===== src/rtl/irq_pkg.sv =====
// Shared definitions for the prioritized interrupt controller.
// Assumes a 2-bit register address space.
package irq_pkg;
    typedef enum logic [1:0] {
        ADDR_PEND = 2'd0,
        ADDR_MASK = 2'd1,
        ADDR_INSV = 2'd2,
        ADDR_BASE = 2'd3
    } irq_addr_e;
endpackage


===== src/rtl/irq_edge_sync.sv =====
// Per-source synchronizer and rising-edge detector.
// Assumes each raw input stays high for at least one clock so it is seen.
// rise_o[i] is high for one cycle, STAGES edges after the input rises.
module irq_edge_sync #(
    parameter int N      = 16,
    parameter int STAGES = 2
) (
    input  logic         clk,
    input  logic         rst_n,
    input  logic [N-1:0] raw_i,
    output logic [N-1:0] rise_o
);
    for (genvar i = 0; i < N; i++) begin : g_src
        logic [STAGES:0] sh_q;

        // Shift the raw input through the sync chain plus one history stage.
        always_ff @(posedge clk) begin
            if (!rst_n) sh_q <= '0;
            else        sh_q <= {sh_q[STAGES-1:0], raw_i[i]};
        end

        assign rise_o[i] = sh_q[STAGES-1] & ~sh_q[STAGES];
    end
endmodule


===== src/rtl/irq_prio_pick.sv =====
// Fixed-priority picker: the highest set request index wins.
// Assumes N >= 2. idx_o is 0 when no request is set.
module irq_prio_pick #(
    parameter int N     = 16,
    parameter int SEL_W = $clog2(N)
) (
    input  logic [N-1:0]     req_i,
    output logic             any_o,
    output logic [SEL_W-1:0] idx_o
);
    // Scan upward so the last (highest) set index is kept.
    always_comb begin
        any_o = 1'b0;
        idx_o = '0;
        for (int i = 0; i < N; i++) begin
            if (req_i[i]) begin
                any_o = 1'b1;
                idx_o = SEL_W'(i);
            end
        end
    end
endmodule


===== src/rtl/irq_prio_ctrl.sv =====
// Prioritized interrupt controller with pending, mask and in-service bits.
// MULTI_SRC marks level-driven sources; the others are pulse-driven.
// Assumes evt_level_i is synchronous to clk, and N_SRC <= 2**IDX_W.
module irq_prio_ctrl
    import irq_pkg::*;
#(
    parameter int               N_SRC       = 16,
    parameter logic [N_SRC-1:0] MULTI_SRC   = 16'hF0F0,
    parameter int               SYNC_STAGES = 2,
    parameter int               BASE_W      = 3,
    parameter int               IDX_W       = 5
) (
    input  logic                    clk,
    input  logic                    rst_n,
    input  logic [N_SRC-1:0]        evt_pulse_i,
    input  logic [N_SRC-1:0]        evt_level_i,
    input  logic                    reg_wr_i,
    input  logic [1:0]              reg_addr_i,
    input  logic [N_SRC-1:0]        reg_wdata_i,
    output logic [N_SRC-1:0]        reg_rdata_o,
    input  logic                    iack_i,
    output logic                    irq_o,
    output logic [BASE_W+IDX_W-1:0] vec_o
);
    localparam int SEL_W = $clog2(N_SRC);

    logic [N_SRC-1:0]  pend_q, mask_q, isr_q;
    logic [BASE_W-1:0] base_q;
    logic [N_SRC-1:0]  rise, pend_all, blocked, elig;
    logic [N_SRC-1:0]  ack_hot, pend_clr, isr_clr;
    logic [SEL_W-1:0]  win_idx;
    logic              irq_any, ack_fire;
    irq_addr_e         addr;

    assign addr = irq_addr_e'(reg_addr_i);

    irq_edge_sync #(.N(N_SRC), .STAGES(SYNC_STAGES)) u_sync (
        .clk    (clk),
        .rst_n  (rst_n),
        .raw_i  (evt_pulse_i),
        .rise_o (rise)
    );

    // Visible pending: latched for pulse sources, live summary for level sources.
    assign pend_all = (pend_q & ~MULTI_SRC) | (evt_level_i & MULTI_SRC);

    // A source is blocked by any in-service bit at its own or a higher index.
    for (genvar i = 0; i < N_SRC; i++) begin : g_blk
        assign blocked[i] = |isr_q[N_SRC-1:i];
    end

    assign elig = pend_all & ~mask_q & ~blocked;

    irq_prio_pick #(.N(N_SRC), .SEL_W(SEL_W)) u_pick (
        .req_i (elig),
        .any_o (irq_any),
        .idx_o (win_idx)
    );

    assign ack_fire = iack_i & irq_any;

    // Decode the acknowledge and the write-one-to-clear masks.
    always_comb begin
        ack_hot  = '0;
        if (ack_fire) ack_hot[win_idx] = 1'b1;
        pend_clr = ack_hot;
        if (reg_wr_i && addr == ADDR_PEND) pend_clr = pend_clr | reg_wdata_i;
        isr_clr  = '0;
        if (reg_wr_i && addr == ADDR_INSV) isr_clr = reg_wdata_i;
    end

    // Pulse-source pending bits: a new edge wins over a same-cycle clear.
    always_ff @(posedge clk) begin
        if (!rst_n) pend_q <= '0;
        else        pend_q <= ((pend_q & ~pend_clr) | rise) & ~MULTI_SRC;
    end

    // In-service bits: clear by writing one, set by acknowledge.
    always_ff @(posedge clk) begin
        if (!rst_n) isr_q <= '0;
        else        isr_q <= (isr_q & ~isr_clr) | ack_hot;
    end

    // Mask register, all sources blocked after reset.
    always_ff @(posedge clk) begin
        if (!rst_n)                             mask_q <= '1;
        else if (reg_wr_i && addr == ADDR_MASK) mask_q <= reg_wdata_i;
    end

    // Vector base register.
    always_ff @(posedge clk) begin
        if (!rst_n)                             base_q <= '0;
        else if (reg_wr_i && addr == ADDR_BASE) base_q <= reg_wdata_i[BASE_W-1:0];
    end

    // Combinational register read mux.
    always_comb begin
        unique case (addr)
            ADDR_PEND: reg_rdata_o = pend_all;
            ADDR_MASK: reg_rdata_o = mask_q;
            ADDR_INSV: reg_rdata_o = isr_q;
            default:   reg_rdata_o = {{(N_SRC-BASE_W){1'b0}}, base_q};
        endcase
    end

    assign irq_o = irq_any;
    assign vec_o = {base_q, IDX_W'(win_idx)};


    ack_sets_isr_chk: assert property (@(posedge clk) disable iff (!rst_n)
        ack_fire |=> isr_q[$past(win_idx)]);


    single_ack_clr_chk: assert property (@(posedge clk) disable iff (!rst_n)
        (ack_fire && !MULTI_SRC[win_idx] && !rise[win_idx]) |=> !pend_q[$past(win_idx)]);


    isr_one_new_chk: assert property (@(posedge clk) disable iff (!rst_n)
        $onehot0(isr_q & ~$past(isr_q)));


    isr_only_by_ack_chk: assert property (@(posedge clk) disable iff (!rst_n)
        ((isr_q & ~$past(isr_q)) != '0) |-> $past(ack_fire));


    masked_quiet_chk: assert property (@(posedge clk) disable iff (!rst_n)
        ((pend_all & ~mask_q) == '0) |-> !irq_o);
endmodule


===== config.mk =====
export PLATFORM = sky130hd
export DESIGN_NAME = irq_prio_ctrl
export DESIGN_NICKNAME = d
export VERILOG_FILES = /design/src/rtl/irq_pkg.sv /design/src/rtl/irq_edge_sync.sv /design/src/rtl/irq_prio_pick.sv /design/src/rtl/irq_prio_ctrl.sv
export SDC_FILE = /design/constraint.sdc
export NUM_CORES = 1
export LEC_CHECK = 0
export BUFFER_PORTS_ARGS = -buffer_cell sky130_fd_sc_hd__buf_2
export CAP_MARGIN = 30
export CORE_ASPECT_RATIO = 0.7
export CORE_UTILIZATION = 58
export CTS_CLUSTER_SIZE = 24
export DETAILED_ROUTE_END_ITERATION = 16
export PLACE_DENSITY = 0.85
export RECOVER_POWER = 100
export SLEW_MARGIN = 10
export SYNTH_ARGS = -nofsm -noshare
export SYNTH_HDL_FRONTEND = slang
export SYNTH_SLANG_ARGS = --single-unit

===== constraint.sdc =====
create_clock -name clk -period 3.39 [get_ports clk]
set_input_delay 0.1695 -clock clk [delete_from_list [all_inputs] [get_ports clk]]
set_output_delay 0.1695 -clock clk [all_outputs]
set_load 0.03 [all_outputs]

---- Word level (Yosys, flattened, before mapping) ----
Cells that the tools add are included.
word-level totals
  register bits after elaboration ......... 79
  bits of input ports ..................... 54
  output and inout port bits .............. 25
  word-level logic and storage cells ...... 116
cells by class
  order comparisons ....................... 2
  equality and inequality tests ........... 3
  muxes and demuxes ....................... 37
  bitwise gates (word level) .............. 37
  reductions and logical operators ........ 21
operator list
  kind                              count
  bitwise AND 16 bit                3
  inverter 16 bit                   3
  case mux 16 bit (3 select lines)  1
  two-way mux 16 bit                2
  two-way mux 4 bit                 8
  OR 12 bit                         2
  two-way mux 1 bit                 18
  OR 12 x 16 -> 16 bit              1
  OR 16 bit                         1
  OR reduction 16 bit               1
  OR reduction 15 bit               1
  OR reduction 14 bit               1
  bitwise AND 1 bit                 13
  OR reduction 13 bit               1
  bitwise AND 12 bit                1
  two-way mux 12 bit                1
  two-way mux 3 bit                 4
  inverter 1 bit                    12
  inverter 12 bit                   1
  OR reduction 12 bit               1
  OR reduction 11 bit               1
  OR reduction 10 bit               1
  OR reduction 9 bit                1
  OR reduction 8 bit                1
  other kinds (14)                  20

---- Depth between registers and ports, before layout ----
  word-level depth ........................ 28
  mapped depth ............................ 8
  depth with buffers taken out ............ 6

---- Modules after synthesis ----
From an unflattened synthesis, not the netlist that was laid out.
unflattened totals
  cell total of the unflattened synthesis .. 419
  area total of the unflattened synthesis .. 3854.9 µm²
modules (own cells, without submodules)
  module         times used  cells an instance  area an instance (µm²)  seq. area each (µm²)
  irq_prio_ctrl  1           273                2288.4                  860.8
  irq_edge_sync  1           117                1405.1                  960.9
  irq_prio_pick  1           29                 161.4                   0.0

---- Worst setup path before layout ----
Ideal clock, no wire load.
  kind .................................... reg-to-output
  start ................................... register isr_q[8]
  end ..................................... output port vec_o[0]
  data arrival time ....................... 2313 ps
  required time ........................... 3220 ps
  slack ................................... 907 ps
  cell stages (with the launch flop) ...... 9
  buffers on the path ..................... 2
  path through ............................ dfxtp_1 -> buf_6 -> or3_4 -> nor4_4 -> o211ai_1 -> a2111o_1 -> buf_6 -> and2_1 -> o21ai_1
on the way
  longest elaborated chain between the ends .. 18
  elaborated cells on any way between the ends .. 25
  those cells by class .................... mux: 15; bitwise: 2; reduce/logical: 8
RTL lines
  element                            RTL line             text
  start: declaration                 irq_prio_ctrl.sv:27  logic [N_SRC-1:0] pend_q, mask_q, isr_q;
  start signal: assignment           irq_prio_ctrl.sv:81  else isr_q <= (isr_q & ~isr_clr) | ack_hot;
  OR reduction 15 bit                irq_prio_ctrl.sv:49  assign blocked[i] = |isr_q[N_SRC-1:i];
  inverter 16 bit *                  irq_prio_ctrl.sv:52  assign elig = pend_all & ~mask_q & ~blocked;
  bitwise AND 16 bit *               irq_prio_ctrl.sv:52
  two-way mux 1 bit                  irq_prio_pick.sv:16  if (req_i[i]) begin
  two-way mux 2 bit (2 in series)    irq_prio_pick.sv:16
  two-way mux 3 bit (4 in series)    irq_prio_pick.sv:16
  two-way mux 4 bit * (8 in series)  irq_prio_pick.sv:16
  end: declaration                   irq_prio_ctrl.sv:23  output logic [BASE_W+IDX_W-1:0] vec_o
Mark *: on every way between the ends. The rest lies on a longest branch, timed or not.

---- Worst setup path after layout ----
  start ................................... register isr_q[15]
  end ..................................... output port vec_o[0]
on the way
  longest elaborated chain between the ends .. 18
  elaborated cells on any way between the ends .. 31
  those cells by class .................... mux: 15; bitwise: 2; reduce/logical: 14
RTL lines
  element                          RTL line
  OR reduction 15 bit              irq_prio_ctrl.sv:49
  inverter 16 bit *                irq_prio_ctrl.sv:52
  bitwise AND 16 bit *             irq_prio_ctrl.sv:52
  two-way mux 1 bit                irq_prio_pick.sv:16
  two-way mux 2 bit (2 in series)  irq_prio_pick.sv:16
  two-way mux 3 bit (4 in series)  irq_prio_pick.sv:16
  two-way mux 4 bit (7 in series)  irq_prio_pick.sv:16
  two-way mux 4 bit *              irq_prio_pick.sv:16
Marked as above.

==> summary.md <==
| Metric | Value |
|---|---|
| Outcome | `finished, violations left` |
| Violated checks | `max-capacitance violations, max-slew violations` |
| Area of the multi-input gates | `0.00191 mm2` |
| Part of the cycle the worst path needs | `0.920` |
| First-pass GRT wire length | `15000 um` |
| DP HPWL | `6890 um` |
| Number of global-route vias before repair | `3054` |
| Residual DRC | `0` |
| Placed instance area | `0.00378 mm2` |
| Wire per inst | `17.6 um` |
| Setup_tns | `0 ns` |
| Avg Synthesized Cell Area | `8.38 um2` |
| Clock slew at reported path FFs | `0.08 ns` |
| Buffers on Ports | `61` |
| Clk buf depth | `2` |
| Vias per Instance | `6.10` |
| Sequential element share of the synthesized area | `0.391` |
| Fillers | `503` |
| Normalized max-slew margin | `-0.103` |
| Achievable Freq | `321 MHz` |
| Setup Skew | `0.00808 ns` |
| Gr usage total | `0.326` |
| Slew @ Worst Pin | `1.65 ns` |
| Setup CP Type | `reg2out` |
| Initial antenna violation count | `0` |
| Largest area contributor in the netlist | `dfxtp_1` |
| Cell row count | `23` |
| Syn-to-layout area delta | `14.0%` |
| Top post-synthesis cells by area | `dfxtp_1 39%, nand2_1 8.3%, mux2i_1 4.7%, nand3_1 4.4%, and2_1 4.2%` |
| Worst setup EP type | `output port` |
| Post-Syn Nets | `464` |
| GPL Wtd Cong | `0.998` |
| Core area | `0.00573 mm2` |
| Die height | `66.4 um` |
| WL final | `9620 um` |
| Die area | `0.00624 mm2` |
| RSZ-0062 raised after global routing | `no` |
| Setup bufs post-CTS | `0` |
| Grt total ovfl | `0` |
| Nature of the critical path startpoint | `flop` |
| Worst path arrival time | `2.95 ns` |
| Final setup vio count | `0` |
| Die W | `94.0 um` |
| Dominant synthesized flop cell | `dfxtp_1` |
| Synth Register Bits | `67` |
| Slew Limit Fails | `38` |
| Sink Count | `67` |
| Maximum vdd drop | `0.000392 V` |
| N_diodes | `0` |
| Via count | `3334` |
| Largest net degree at the start of global routing | `38` |
| Layout cells sized above 1 | `0.157` |
| Top cells by count, synth | `76 x nand2_1, 67 x dfxtp_1, 30 x nand3_1` |
| Synth warnings | `0` |
| Initial DRC count | `289` |
| TritonCTS buffer count | `9` |
| Drt pass-1 iters | `5` |
| Synth unique cells | `71` |
| Detail Route Antenna Nets | `0` |
| H-tree levels | `3` |
| Worst Hold Class | `in2reg` |
| Crit path required time | `3.22 ns` |
| Period minus WS final | `3.12 ns` |
| Root Buffer | `clkbuf_8` |
| Post-synth EDFFs | `0` |
| Flip-flop and latch area | `0.00134 mm2` |
| Initial Util | `0.600` |
| Post-synth top area share | `0.391` |
| Pwr/cell area | `502 mW/mm2` |
| Worst-path fanout max | `12` |
| Max Cap Violations | `1` |
| Cts hold-fix bufs | `0` |
| Ports | `79` |
| Leakage | `1.66 nW` |
| Count leader, synth | `nand2_1` |
| Post-CTS Resized | `0` |
| Utilization after layout | `0.683` |
| Mapped Cells | `410` |
| Layout Nets | `521` |
| Final Hold Vio Count | `0` |
| Clk_lat worst skew | `0.36 ns` |
| CTS tree | `done` |
| Syn Std Cell Area | `0.00343 mm2` |
| Async set or reset register ratio after synthesis | `0` |
| Design Area, Final | `0.00391 mm2` |
[through the flow]
| stage | hold WS, ns | setup WS (ns) | total power, mW | std cells |
|---|---|---|---|---|
| final | 0.0179 | 0.273 | 1.96 | 547 |
| after global routing | 0.0172 | 0.172 | 2.04 | 547 |
| after CTS | 0.00282 | 0.426 | 1.99 | 547 |
| after detailed placement | 0.380 | 0.827 | 1.30 | 531 |
| after global placement | 0.375 | 0.823 | 1.29 | 531 |
| after floorplan | 0.293 | 0.907 | 1.17 | 410 |
[final timing paths]
path                                                          from                            endpoint  slack [ns]  depth (start not counted)
worst min register to register  u_sync.g_src[2].sh_q[0]$_SDFF_PN0_  u_sync.g_src[2].sh_q[1]$_SDFF_PN0_        0.43                          1
worst max-delay path                          isr_q[15]$_SDFF_PN0_                            vec_o[0]        0.27                          7
worst min-delay path                                evt_pulse_i[3]  u_sync.g_src[3].sh_q[0]$_SDFF_PN0_        0.02                          2
worst max register to register                isr_q[15]$_SDFF_PN0_                pend_q[3]$_SDFF_PN0_        0.48                          6
[critical path, stage by stage (launching register included)]
cell and delay (ns):
dfxtp_1 0.50, or3_1 0.35, nor2_1 0.17, a311o_1 0.34
a2111o_1 0.47, and2_1 0.24, o21ai_1 0.19, clkbuf_1 0.33
[sequential cells by signal, summed over array words and instances, names as in the netlist]
signal / flops
base_q: 3
isr_q: 16
u_sync.g_src.sh_q: 24
mask_q: 16
pend_q: 8
[layout by cell type, fill, tap and decap left out, drive strengths merged, types with 2 or more instances in the layout]
| master | instances |
|---|---|
| nand2 | 76 |
| dfxtp | 67 |
| buf | 42 |
| clkbuf | 34 |
| nand3 | 31 |
| o21ai | 28 |
| and2 | 23 |
| nor2 | 20 |
| mux2i | 16 |
| inv | 15 |
| a21oi | 14 |
| nor2b | 8 |
| nand2b | 7 |
| a21boi | 6 |
| nor3 | 6 |
| nor3b | 5 |
| or3 | 5 |
| a22oi | 4 |
| nor4b | 4 |
| o31ai | 4 |
| a31oi | 3 |
| mux4 | 3 |
| o22ai | 3 |
| nor4 | 3 |
| clkinv | 3 |
| or4b | 2 |
| a2111o | 2 |
| or4 | 2 |
| a211oi | 2 |
| a21bo | 2 |
| a21o | 2 |
| o221ai | 2 |
| o311a | 2 |
| or3b | 2 |
| a2111oi | 2 |
| or2 | 2 |
| nand4b | 2 |
[metal layers]
layer	vias up	share of wire	wire, um	track usage
li1	1566	-	-	-
met1	1549	0.44	4200	0.427
met2	194	0.44	4210	0.506
met3	25	0.098	942	0.0782
met4	0	0.028	267	0.154
met5	-	0	0	0
[report_power, final]
group / internal, mW / switching [mW] / total, mW
clock network: 0.352 / 0.346 / 0.697
registers: 0.829 / 0.0368 / 0.866
logic: 0.138 / 0.261 / 0.399
total: 1.32 / 0.643 / 1.96
[layout make-up]
type                            instances  share of cell area
Sequential cell                        67               0.343
Inverter                               13              0.0125
Clock inverter                          7              0.0214
Clock buffer                            9              0.0316
Multi-Input combinational cell        309               0.488
Tap cell                               75              0.0240
Timing Repair Buffer                   67              0.0802
[kinds of logic (layout without fill, tap and decap cells)]
logic type             Yosys count  in the layout  synth area share
AO/OA/AOI/OAI                   88             88             0.189
buffers and inverters           34             96            0.0430
flip-flops                      67             67             0.391
multiplexers                    19             19            0.0663
other                            1              1           0.00109
AND/OR/NAND/NOR                201            201             0.310
(Power assumes the default switching activity.)
